**config.mk**
```make
export PLATFORM = sky130hd
export DESIGN_NAME = mux_dram_ctrl
export DESIGN_NICKNAME = d
export VERILOG_FILES = /design/src/rtl/dmc_pkg.sv /design/src/rtl/dmc_ctrl.sv /design/src/rtl/dmc_datapath.sv /design/src/rtl/mux_dram_ctrl.sv
export SDC_FILE = /design/constraint.sdc
export NUM_CORES = 1
export LEC_CHECK = 0
export CORE_ASPECT_RATIO = 0.6
export CORE_MARGIN = 4
export CORE_UTILIZATION = 38
export DETAILED_ROUTE_END_ITERATION = 10
export HOLD_SLACK_MARGIN = 0.08
export PLACE_DENSITY = 0.65
export SLEW_MARGIN = 20
export SYNTH_ARGS = -nofsm -noshare
export SYNTH_HDL_FRONTEND = slang
export SYNTH_HIERARCHICAL = 1
export SYNTH_SLANG_ARGS = --single-unit
```
**constraint.sdc**
```tcl
create_clock -name clk -period 2.7 [get_ports clk]
set_clock_uncertainty 0.2 [all_clocks]
set_input_delay 0.54 -clock clk [delete_from_list [all_inputs] [get_ports clk]]
set_output_delay 0.54 -clock clk [all_outputs]
set_load 0.01 [all_outputs]
```
**src/rtl/dmc_pkg.sv**
```systemverilog
package dmc_pkg;

  typedef enum logic [2:0] {
    ST_IDLE,
    ST_ROW,
    ST_COL,
    ST_PRE,
    ST_REF
  } dmcState_t;

  // strobes from control to datapath
  typedef struct packed {
    logic latchReq;  // capture processor address and direction
    logic selCol;    // put column part on the shared pins
    logic selRef;    // put refresh row on the shared pins
    logic stepRef;   // advance refresh row counter
    logic accessOn;  // processor access in progress (forward direction)
  } dmcStrobe_t;

endpackage

```
**src/rtl/dmc_ctrl.sv**
```systemverilog
module dmc_ctrl
  import dmc_pkg::*;
#(
  parameter int RAS_TO_CAS       = 2,
  parameter int CAS_CYCLES       = 2,
  parameter int PRECHARGE_CYCLES = 2,
  parameter int REFRESH_CYCLES   = 3,
  parameter int REF_INTERVAL     = 780
) (
  input  logic       clk,
  input  logic       rstN,
  input  logic       reqValid,
  output dmcStrobe_t strb,
  output logic       rasN,
  output logic       casN,
  output logic       csN,
  output logic       busy,
  output logic       accDone
);

  localparam int MAX_A = (RAS_TO_CAS > CAS_CYCLES) ? RAS_TO_CAS : CAS_CYCLES;
  localparam int MAX_B = (PRECHARGE_CYCLES > REFRESH_CYCLES) ? PRECHARGE_CYCLES : REFRESH_CYCLES;
  localparam int MAX_D = (MAX_A > MAX_B) ? MAX_A : MAX_B;
  localparam int PH_W  = $clog2(MAX_D + 1);
  localparam int TMR_W = $clog2(REF_INTERVAL + 1);

  localparam logic [PH_W-1:0]  LD_R2C = PH_W'(RAS_TO_CAS - 1);
  localparam logic [PH_W-1:0]  LD_CAS = PH_W'(CAS_CYCLES - 1);
  localparam logic [PH_W-1:0]  LD_PRE = PH_W'(PRECHARGE_CYCLES - 1);
  localparam logic [PH_W-1:0]  LD_REF = PH_W'(REFRESH_CYCLES - 1);
  localparam logic [TMR_W-1:0] TMR_TOP = TMR_W'(REF_INTERVAL - 1);

  dmcState_t       state, nextState;
  logic [PH_W-1:0] phaseCnt, loadVal;
  logic            loadPhase, phaseLast;
  logic [TMR_W-1:0] refTmr;
  logic            refPending, tmrWrap, takeRef;

  assign phaseLast = (phaseCnt == '0);
  assign tmrWrap   = (refTmr == TMR_TOP);
  assign takeRef   = (nextState == ST_REF) && (state != ST_REF);

  always_comb begin
    nextState    = state;
    loadPhase    = 1'b0;
    loadVal      = '0;
    strb         = '0;
    unique case (state)
      ST_IDLE: begin
        if (refPending) begin
          nextState = ST_REF;
          loadPhase = 1'b1;
          loadVal   = LD_REF;
        end else if (reqValid) begin
          nextState     = ST_ROW;
          loadPhase     = 1'b1;
          loadVal       = LD_R2C;
          strb.latchReq = 1'b1;
        end
      end
      ST_ROW: begin
        if (phaseLast) begin
          nextState = ST_COL;
          loadPhase = 1'b1;
          loadVal   = LD_CAS;
        end
      end
      ST_COL: begin
        if (phaseLast) begin
          nextState = ST_PRE;
          loadPhase = 1'b1;
          loadVal   = LD_PRE;
        end
      end
      ST_PRE: begin
        if (phaseLast) begin
          if (refPending) begin
            nextState = ST_REF;
            loadPhase = 1'b1;
            loadVal   = LD_REF;
          end else begin
            nextState = ST_IDLE;
          end
        end
      end
      ST_REF: begin
        if (phaseLast) begin
          nextState    = ST_PRE;
          loadPhase    = 1'b1;
          loadVal      = LD_PRE;
          strb.stepRef = 1'b1;
        end
      end
      default: nextState = ST_IDLE;
    endcase
    strb.selCol   = (state == ST_COL);
    strb.selRef   = (state == ST_REF);
    strb.accessOn = (state == ST_ROW) || (state == ST_COL);
  end

  always_ff @(posedge clk) begin
    if (!rstN) begin
      state    <= ST_IDLE;
      phaseCnt <= '0;
    end else begin
      state <= nextState;
      if (loadPhase)       phaseCnt <= loadVal;
      else if (!phaseLast) phaseCnt <= phaseCnt - 1'b1;
    end
  end

  // free-running refresh interval timer and pending flag
  always_ff @(posedge clk) begin
    if (!rstN) begin
      refTmr     <= '0;
      refPending <= 1'b0;
    end else begin
      refTmr <= tmrWrap ? '0 : refTmr + 1'b1;
      if (tmrWrap)      refPending <= 1'b1;
      else if (takeRef) refPending <= 1'b0;
    end
  end

  assign rasN    = !((state == ST_ROW) || (state == ST_COL) || (state == ST_REF));
  assign casN    = (state != ST_COL);
  assign csN     = rasN;
  assign busy    = (state != ST_IDLE);
  assign accDone = (state == ST_COL) && phaseLast;

endmodule

```
**src/rtl/dmc_datapath.sv**
```systemverilog
module dmc_datapath
  import dmc_pkg::*;
#(
  parameter int ROW_W = 12,
  parameter int COL_W = 10
) (
  input  logic                          clk,
  input  logic                          rstN,
  input  dmcStrobe_t                    strb,
  input  logic [ROW_W+COL_W-1:0]        reqAddr,
  input  logic                          reqRead,
  output logic [((ROW_W > COL_W) ? ROW_W : COL_W)-1:0] memAddr,
  output logic                          memRw
);

  localparam int MUX_W = (ROW_W > COL_W) ? ROW_W : COL_W;

  logic [ROW_W-1:0] rowReg, refRow;
  logic [COL_W-1:0] colReg;
  logic             rdReg;
  logic [MUX_W-1:0] rowWide, colWide, refWide;

  always_ff @(posedge clk) begin
    if (!rstN) begin
      rowReg <= '0;
      colReg <= '0;
      rdReg  <= 1'b1;
      refRow <= '0;
    end else begin
      if (strb.latchReq) begin
        rowReg <= reqAddr[ROW_W+COL_W-1:COL_W];
        colReg <= reqAddr[COL_W-1:0];
        rdReg  <= reqRead;
      end
      if (strb.stepRef) refRow <= refRow + 1'b1;  // wraps naturally
    end
  end

  generate
    if (ROW_W == MUX_W) begin : g_rowFull
      assign rowWide = rowReg;
      assign refWide = refRow;
    end else begin : g_rowPad
      assign rowWide = {{(MUX_W-ROW_W){1'b0}}, rowReg};
      assign refWide = {{(MUX_W-ROW_W){1'b0}}, refRow};
    end
    if (COL_W == MUX_W) begin : g_colFull
      assign colWide = colReg;
    end else begin : g_colPad
      assign colWide = {{(MUX_W-COL_W){1'b0}}, colReg};
    end
  endgenerate

  always_comb begin
    if (strb.selRef)      memAddr = refWide;
    else if (strb.selCol) memAddr = colWide;
    else                  memAddr = rowWide;
  end

  assign memRw = strb.accessOn ? rdReg : 1'b1;

endmodule

```
**src/rtl/mux_dram_ctrl.sv**
```systemverilog
module mux_dram_ctrl
  import dmc_pkg::*;
#(
  parameter int ROW_W            = 12,
  parameter int COL_W            = 10,
  parameter int RAS_TO_CAS       = 2,
  parameter int CAS_CYCLES       = 2,
  parameter int PRECHARGE_CYCLES = 2,
  parameter int REFRESH_CYCLES   = 3,
  parameter int REF_INTERVAL     = 780
) (
  input  logic                   clk,
  input  logic                   rstN,
  input  logic                   reqValid,
  input  logic                   reqRead,
  input  logic [ROW_W+COL_W-1:0] reqAddr,
  output logic                   busy,
  output logic                   accDone,
  output logic [((ROW_W > COL_W) ? ROW_W : COL_W)-1:0] memAddr,
  output logic                   memRasN,
  output logic                   memCasN,
  output logic                   memCsN,
  output logic                   memRw
);

  localparam int MUX_W = (ROW_W > COL_W) ? ROW_W : COL_W;

  dmcStrobe_t strb;

  dmc_ctrl #(
    .RAS_TO_CAS      (RAS_TO_CAS),
    .CAS_CYCLES      (CAS_CYCLES),
    .PRECHARGE_CYCLES(PRECHARGE_CYCLES),
    .REFRESH_CYCLES  (REFRESH_CYCLES),
    .REF_INTERVAL    (REF_INTERVAL)
  ) u_ctrl (
    .clk     (clk),
    .rstN    (rstN),
    .reqValid(reqValid),
    .strb    (strb),
    .rasN    (memRasN),
    .casN    (memCasN),
    .csN     (memCsN),
    .busy    (busy),
    .accDone (accDone)
  );

  dmc_datapath #(
    .ROW_W(ROW_W),
    .COL_W(COL_W)
  ) u_dp (
    .clk    (clk),
    .rstN   (rstN),
    .strb   (strb),
    .reqAddr(reqAddr),
    .reqRead(reqRead),
    .memAddr(memAddr),
    .memRw  (memRw)
  );

endmodule

```
; Word-level counts from Yosys, hierarchy flattened
; Index checks and enable logic that the tools add are counted.
[totals]
register_bits = 51
latchBits = 0
ram_bits = 0
rom_bits = 0
in_bits = 26
output_inout_bits = 18
wordCells = 62
mem_count = 0
[op_classes]
add_sub_neg = 3
mul = 0
div_mod_pow = 0
magnitude_cmp = 0
eq_ne = 9
n_shift = 0
n_mux = 29
bitwise = 1
n_reduce_logical = 12
[op_table]
columns = cell, n
row1 = 12-bit two-way mux, 2
row2 = 3-bit two-way mux, 6
row3 = 1-bit two-way mux, 13
row4 = 12-bit by 1-bit adder with 12-bit output (second input constant), 1
row5 = 3-bit one-hot mux with 4 select lines, 1
row6 = 10-bit by 1-bit adder with 10-bit output (second input constant), 1
row7 = 10-bit == test (second input constant), 1
row8 = 2-bit two-way mux, 5
row9 = 3-bit by 2-bit == test with 1-bit output (second input constant), 2
row10 = 3-bit == test (second input constant), 2
row11 = 2-bit one-hot mux with 3 select lines, 1
row12 = 2-bit OR reduction, 2
row13 = 3-bit by 1-bit == test with 1-bit output (second input constant), 1
row14 = 3-bit logical NOT, 1
row15 = 3-bit by 2-bit != test with 1-bit output (second input constant), 1
row16 = 3-bit != test (second input constant), 1
row17 = 1-bit one-hot mux with 3 select lines, 1
row18 = 3-bit nonzero test, 1
row19 = 3-bit OR reduction, 1
row20 = 1-bit logical AND, 2
row21 = 2-bit logical NOT, 1
row22 = 1-bit logical OR, 2
row23 = 2-bit by 1-bit != test with 1-bit output (second input constant), 1
row24 = 2-bit nonzero test, 1
row25 = other kinds (3), 3

; Longest topological paths before layout
; Gate-level depths: netlist of the first run.
[logic_depth]
depth_word = 7
ltp_mapped = 8
mapped_depth_nobuf = 6

; Cells and area by module
; Netlist of the first run, hierarchy kept.
[by_module_without_submodules]
columns = module, instances, cells_per_inst, area_per_inst_um2, seq_area_each_um2
row1 = dmc_datapath, 1, 173, 1582.8, 700.7
row2 = dmc_ctrl, 1, 102, 902.1, 320.3

; Least setup slack after synthesis of the first run
; OpenSTA, ideal clock, no wires.
[synth_path]
path_kind = register -> output
from = register u_ctrl.state[2]
to = output port memAddr[0] in the netlist's numbering
arrival_time_ns = 1.412
t_required_ns = 1.960
slack_ns = 0.548
path_stages_with_launch = 8
path_buffers = 2
path_cell_list = dfxtp_1 buf_6 inv_1 nand2_1 nor2_1 buf_2 mux2i_1 o21ai_0
[synth_rtl]
columns = element, line_no
row1 = "start, declared", dmc_ctrl.sv:33  ; dmcState_t state, nextState;
row2 = "start signal, assigned", dmc_ctrl.sv:106  ; state <= nextState;
row3 = "end, declared", mux_dram_ctrl.sv:19  ; output logic [((ROW_W > COL_W) ? ROW_W : COL_W)-1:0] memAddr,

==> reports/results.txt, run 1 <==
Outcome = complete, no violations
Critical path data arrival time = 1.86 ns
Max-cap violations = 0
Die Height = 70.6 um
Post-Syn Area = 0.00248 mm2
Total CTS buffers = 5
Unrepaired setup endpoints after global routing = no
# rows = 22
Fin Setup TNS = 0 ns
Slowest CP cell = or3b_1
Clock Tree Buf Depth = 2
Global-route wire length before repair = 9.43 mm
Critical path cell sequence = buf_4 -> or3b_1 -> inv_1 -> buf_12 -> nand2_1 -> o21ai_0 -> dlygate4sd2_1
Initial DRC count = 72
Congestion Overflow GR = 0
CP endpoint = memAddr[0]
CP bufs+invs = 4
Wl on met1 = 3.13 mm
Final Hold Slack = 0.267 ns
Total Routing Usage GR = 14.4%
Hold WC Path Type = flip-flop to flip-flop
Maximum vdd drop = 285 uV
Final core occ = 49.7%
Register bit count reported by yosys = 51
DR WL met2 = 2.21 mm
DP Worst Slack = 0.102 ns
Worst-margin pin slew = 0.530 ns
Synth Warn # = 6
Post-synth EDFFs = 0
Net Count, Synth = 305
Area Overhead vs Synth = 24.5%
Synth Instances = 275
Vias per cell = 4.92
Worst Setup End Kind = output pin
Final antenna-violating net count = 0
Crit. path cell count = 7
Total power draw = 2200 uW
CP Class = flip-flop to output pin
Inserted Diodes = 0
Critical Path Start = u_ctrl/state[1]
Reg2reg end = u_dp/refRow[8]
I/O Buffers = 43
CP required = 1.96 ns
Pwr Density = 710 mW/mm2
Core box area = 0.00622 mm2
Peak Freq = 0.385 GHz
Critical Path Max Stage Delay = 0.39 ns
Avg Inst Size Synth = 9.04 um2
Reg2reg setup slack = 0.41 ns
Period Utilization, post-route = 96.3%
Most used DFF post-synth = dfxtp_1
Sequential share of the synthesized area = 41.1%
Starting Density = 39.9%
Htree depth = 2
Routed len/inst = 14.0 um
Clock transition at path regs = 0.09 ns
Drt total wl = 5.63 mm
Root Driver = clkbuf_8
Clock Sink Count = 51
Fin. max-slew vios = 0
Placed wire-length estimate = 4.23 mm
Die ar. = 0.00794 mm2
I/O pins = 44
# Post-CTS Setup Buffers = 0
Vias = 1983
Synth async-reset ratio = 0%
Pre-antenna DRT Iters = 5
Final setup vio count = 0
GP Congestion = 0.793
CP Launch Type = flip-flop
Library cells used by synthesis = 46
Vias in the first global route = 1884
Min Tclk post-route = 2.60 ns
Pleak = 0.00121 uW
Fin worst setup slack = 0.0997 ns
Reg2Reg Depth = 6
Pin count of the biggest net entering global routing = 33
Clk Latency, worst-skew pair = 0.31 ns
CTS tree = built
Top sig layer = met4
Fillers = 626
Kind of cell adding the most delay to the critical path = buffers and inverters
WL met3 = 260 um
Nets@finish = 348
Die X = 112 um
Worst r2r src = u_ctrl/state[0]
Initial antenna violation count = 0
CP max FO = 25
Number of remaining DRC errors = 0
Worst slew margin = 64.6%
Final Hold Fails = 0
Layout cells sized above 1 = 10.7%
per-layer routing:
metal,up-vias,global-route usage (%)
li1,1038,-
met1,904,22.6
met2,37,19.7
met3,4,4.02
met4,0,2.40
met5,-,0
worst reg2reg max path, delay by kind of cell (launching register included):
family	cells	cell delay, ns
AO/OA/AOI/OAI	1	0.14
buffers and inverters	1	0.18
flip-flops	1	0.35
AND/OR/NAND/NOR	4	1.36
layout by cell type (no fill, tap or decap), drive strengths merged, types with 3 or more instances in the layout:
cell,count
o31ai,3
nand4,7
a21oi,10
clkdlybuf4s50,29
nand2,23
mux2i,35
dfxtp,51
and3,4
clkdlybuf4s15,4
buf,9
or3,3
inv,8
xor2,10
ha,4
nor2,40
nand3,5
xnor2,3
dlygate4sd2,3
o21ai,20
clkbuf,11
o211a,3
nand2b,5
Yosys cell counts, drive strengths merged (2+ instances only):
cell / count / area (um2)
or4: 2 / 15.0
nor3b: 2 / 15.0
buf: 10 / 66.3
ha: 4 / 50.1
o31ai: 3 / 22.5
nand3b: 2 / 15.0
clkbuf: 6 / 26.3
nor2: 40 / 150
a21oi: 10 / 50.1
and3: 4 / 30.0
xnor2: 3 / 33.8
or2: 2 / 12.5
xor2: 10 / 87.6
nand2: 23 / 86.3
or3: 3 / 18.8
mux2i: 35 / 350
nand2b: 5 / 31.3
inv: 8 / 30.0
nand3: 5 / 25.0
o211a: 3 / 30.0
nand4: 7 / 73.8
nor4b: 2 / 17.5
o21ai: 20 / 100
dfxtp: 51 / 1020
worst min-delay path by stage:
stage / slack (ns) / startpoint / cells after the start / end
6_report: 0.27 / u_dp/rdReg / 2 / u_dp/rdReg
5_1_grt: 0.31 / u_dp/rdReg / 2 / u_dp/rdReg
4_1_cts: 0.27 / u_dp/rdReg / 2 / u_dp/rdReg
3_5_place_dp: 0.25 / u_dp/rdReg / 2 / u_dp/rdReg
3_3_place_gp: 0.25 / u_dp/rdReg / 2 / u_dp/rdReg
2_1_floorplan: 0.23 / u_dp/rdReg / 2 / u_dp/rdReg
sequential cells by signal (all words and copies together) (netlist names):
name / count
u_dp/refRow: 12
u_ctrl/phaseCnt: 2
u_dp/colReg: 10
u_ctrl/refTmr: 10
u_dp/rowReg: 12
u_dp/rdReg: 1
u_ctrl/refPending: 1
u_ctrl/state: 3
area by class of cell:
cell class	count	area, um2	area share [%]
timing repair buffer	52	500	16.2
clock inverter	3	20.0	0.647
multi-input combinational	200	1350	43.6
sequential	51	1020	33.0
inverter	8	30.0	0.970
tap	84	105	3.40
clock buffer	5	68.8	2.22
kinds of logic after synthesis:
logic type | count (synthesis) | share of synthesized area [%]
AOI/OAI and AO/OA | 43 | 10.6
xor gates and xnor gates | 13 | 4.88
adders and majority gates | 4 | 2.01
buffers and inverters | 24 | 4.93
DFF | 51 | 41.1
muxes | 36 | 14.6
and+or+nand+nor | 104 | 21.9
timing repair:
item                                    4_1_cts  5_1_grt
hold buffers                                  0        0
gates resized for setup                      14       22
endpoints found under the setup margin       14       11
report_power, final:
part | internal [uW] | switching (uW) | total, uW
sequential | 837 | 56.8 | 894
combinational | 435 | 421 | 856
clock | 181 | 265 | 446
through the flow:
| stage | cells | cell area [um2] |
|---|---|---|
| finish | 403 | 3090 |
| global route | 403 | 3090 |
| CTS | 403 | 3110 |
| detailed placement | 395 | 3040 |
| global placement | 395 | 3040 |
| floorplan | 275 | 2480 |
No activity file was read; power rests on OpenSTA's default activity.
==> run 2: changes to the inputs <==
- CAP_MARGIN: unset -> 10
- CORE_UTILIZATION: 38 -> 40
- PLACE_DENSITY: 0.65 -> 0.61
==> reports/results.txt, run 2 (synthesis gave the netlist of run 1 again) <==
Placed inst area = 0.00304 mm2
Congestion Overflow GR = 0
Clock transition at path regs = 0.09 ns
Starting Density = 43.0%
Vias in the first global route = 1858
Register share of total power = 40.5%
Internal power = 1480 uW
CP max FO = 25
Global-route wire length before repair = 9.63 mm
Root Driver = clkbuf_8
Max-cap violations = 0
Unrepaired setup endpoints after global routing = no
Initial DRC count = 68
Total power draw = 2200 uW
Commonest non-fill, non-tap cells in the layout = dfxtp_1, nor2_1, mux2i_1, clkdlybuf4s50_1, nand2_1
Hold WC Path Type = flip-flop to flip-flop
Fraction of power consumed by the clock network = 19.5%
Total CTS buffers = 5
Comb power frac = 40.0%
CTS tree = built
Placed wire-length estimate = 4.48 mm
Psw = 727 uW
Period Utilization, post-route = 94.9%
# Post-CTS Setup Buffers = 0
Maximum vdd drop = 358 uV
Peak Freq = 0.390 GHz
Final Hold Fails = 0
Number of remaining DRC errors = 0
Final setup vio count = 0
Core box area = 0.00578 mm2
I/O pins = 44
Final antenna-violating net count = 0
Fin Setup TNS = 0 ns
Layout cells sized above 1 = 9.32%
Die X = 110 um
Area Overhead vs Synth = 25.5%
Clock Sink Count = 51
Final instance area = 0.00312 mm2
Worst slew margin = 70.2%
Sw Ratio = 33.0%
Pre-antenna DRT Iters = 4
Inserted Diodes = 0
Worst Setup End Kind = output pin
# rows = 21
CP required = 1.96 ns
Vias per cell = 5.09
Routed len/inst = 14.6 um
Min Tclk post-route = 2.56 ns
Outcome = complete, no violations
Commonest non-fill, non-tap cell in the layout = dfxtp_1
Clock Tree Buf Depth = 2
Clk Latency, worst-skew pair = 0.30 ns
I/O Buffers = 43
Fin. max-slew vios = 0
CP Class = flip-flop to output pin
Critical path data arrival time = 1.82 ns
Pin count of the biggest net entering global routing = 32
Top flop regs = u_dp/refRow: 12 flops, u_dp/rowReg: 12 flops
Pwr Density = 707 mW/mm2
Pleak = 0.00126 uW
Htree depth = 2
Total Routing Usage GR = 15.8%
GP Congestion = 0.873
Drt total wl = 5.87 mm
Vias = 2047
Nets@finish = 351
Die ar. = 0.00758 mm2
Initial antenna violation count = 0
Worst-margin pin slew = 0.445 ns
CP Launch Type = flip-flop
Die Height = 69.1 um
## run 2: power groups by stage
stage,Combinational (uW),Clock [uW],Sequential (uW)
after floorplan,586,0,886
after global placement,901,0,911
after detailed placement,912,0,907
after CTS,888,445,891
after global routing,963,479,902
final,881,429,893
## run 2: path summary, 6_finish.rpt
check	from	end	slack [ns]	depth (start not counted)
worst min register to register	u_dp/rdReg	u_dp/rdReg	0.28	2
worst min-delay path	u_dp/rdReg	u_dp/rdReg	0.28	2
worst max-delay path	u_ctrl/state[0]	memCsN	0.14	5
worst max register to register	u_ctrl/state[0]	u_dp/refRow[8]	0.37	6
## run 2: timing repair
action | CTS | global route
hold buffers | 0 | 0
gates resized for setup | 13 | 3
endpoints found under the setup margin | 12 | 2
## run 2: critical path, cell delays in order (launching register included)
cell	delay, ns
dfxtp_1	0.35
or3b_4	0.42
inv_2	0.08
buf_12	0.14
nor2_1	0.06
clkdlybuf4s50_1	0.48
## run 2: routing by layer
layer / part of all wire [%] / vias up / global-route usage [%]
met2: 40 / 26 / 20.3
met4: 0.32 / 0 / 2.07
li1: - / 1047 / -
met1: 56 / 972 / 26.3
met5: 0 / - / 0
met3: 3.6 / 2 / 3.92
## run 2: cell type report
| class | count | area [um2] |
|---|---|---|
| sequential | 51 | 1020 |
| clock buffer | 7 | 76.3 |
| inverter | 8 | 30.0 |
| tap | 80 | 100 |
| multi-input combinational | 200 | 1350 |
| clock inverter | 1 | 5.00 |
| fill | 559 | 2660 |
| timing repair buffer | 55 | 537 |
## run 2: through the flow
step	cells	util, %	hold WS, ns	worst slack, ns
3_5_place_dp	394	52.6	0.257	0.217
3_3_place_gp	394	52.6	0.256	0.208
5_1_grt	402	53.9	0.299	0.0146
6_report	402	53.9	0.278	0.138
2_1_floorplan	275	-	0.231	0.548
4_1_cts	402	53.9	0.284	0.0726
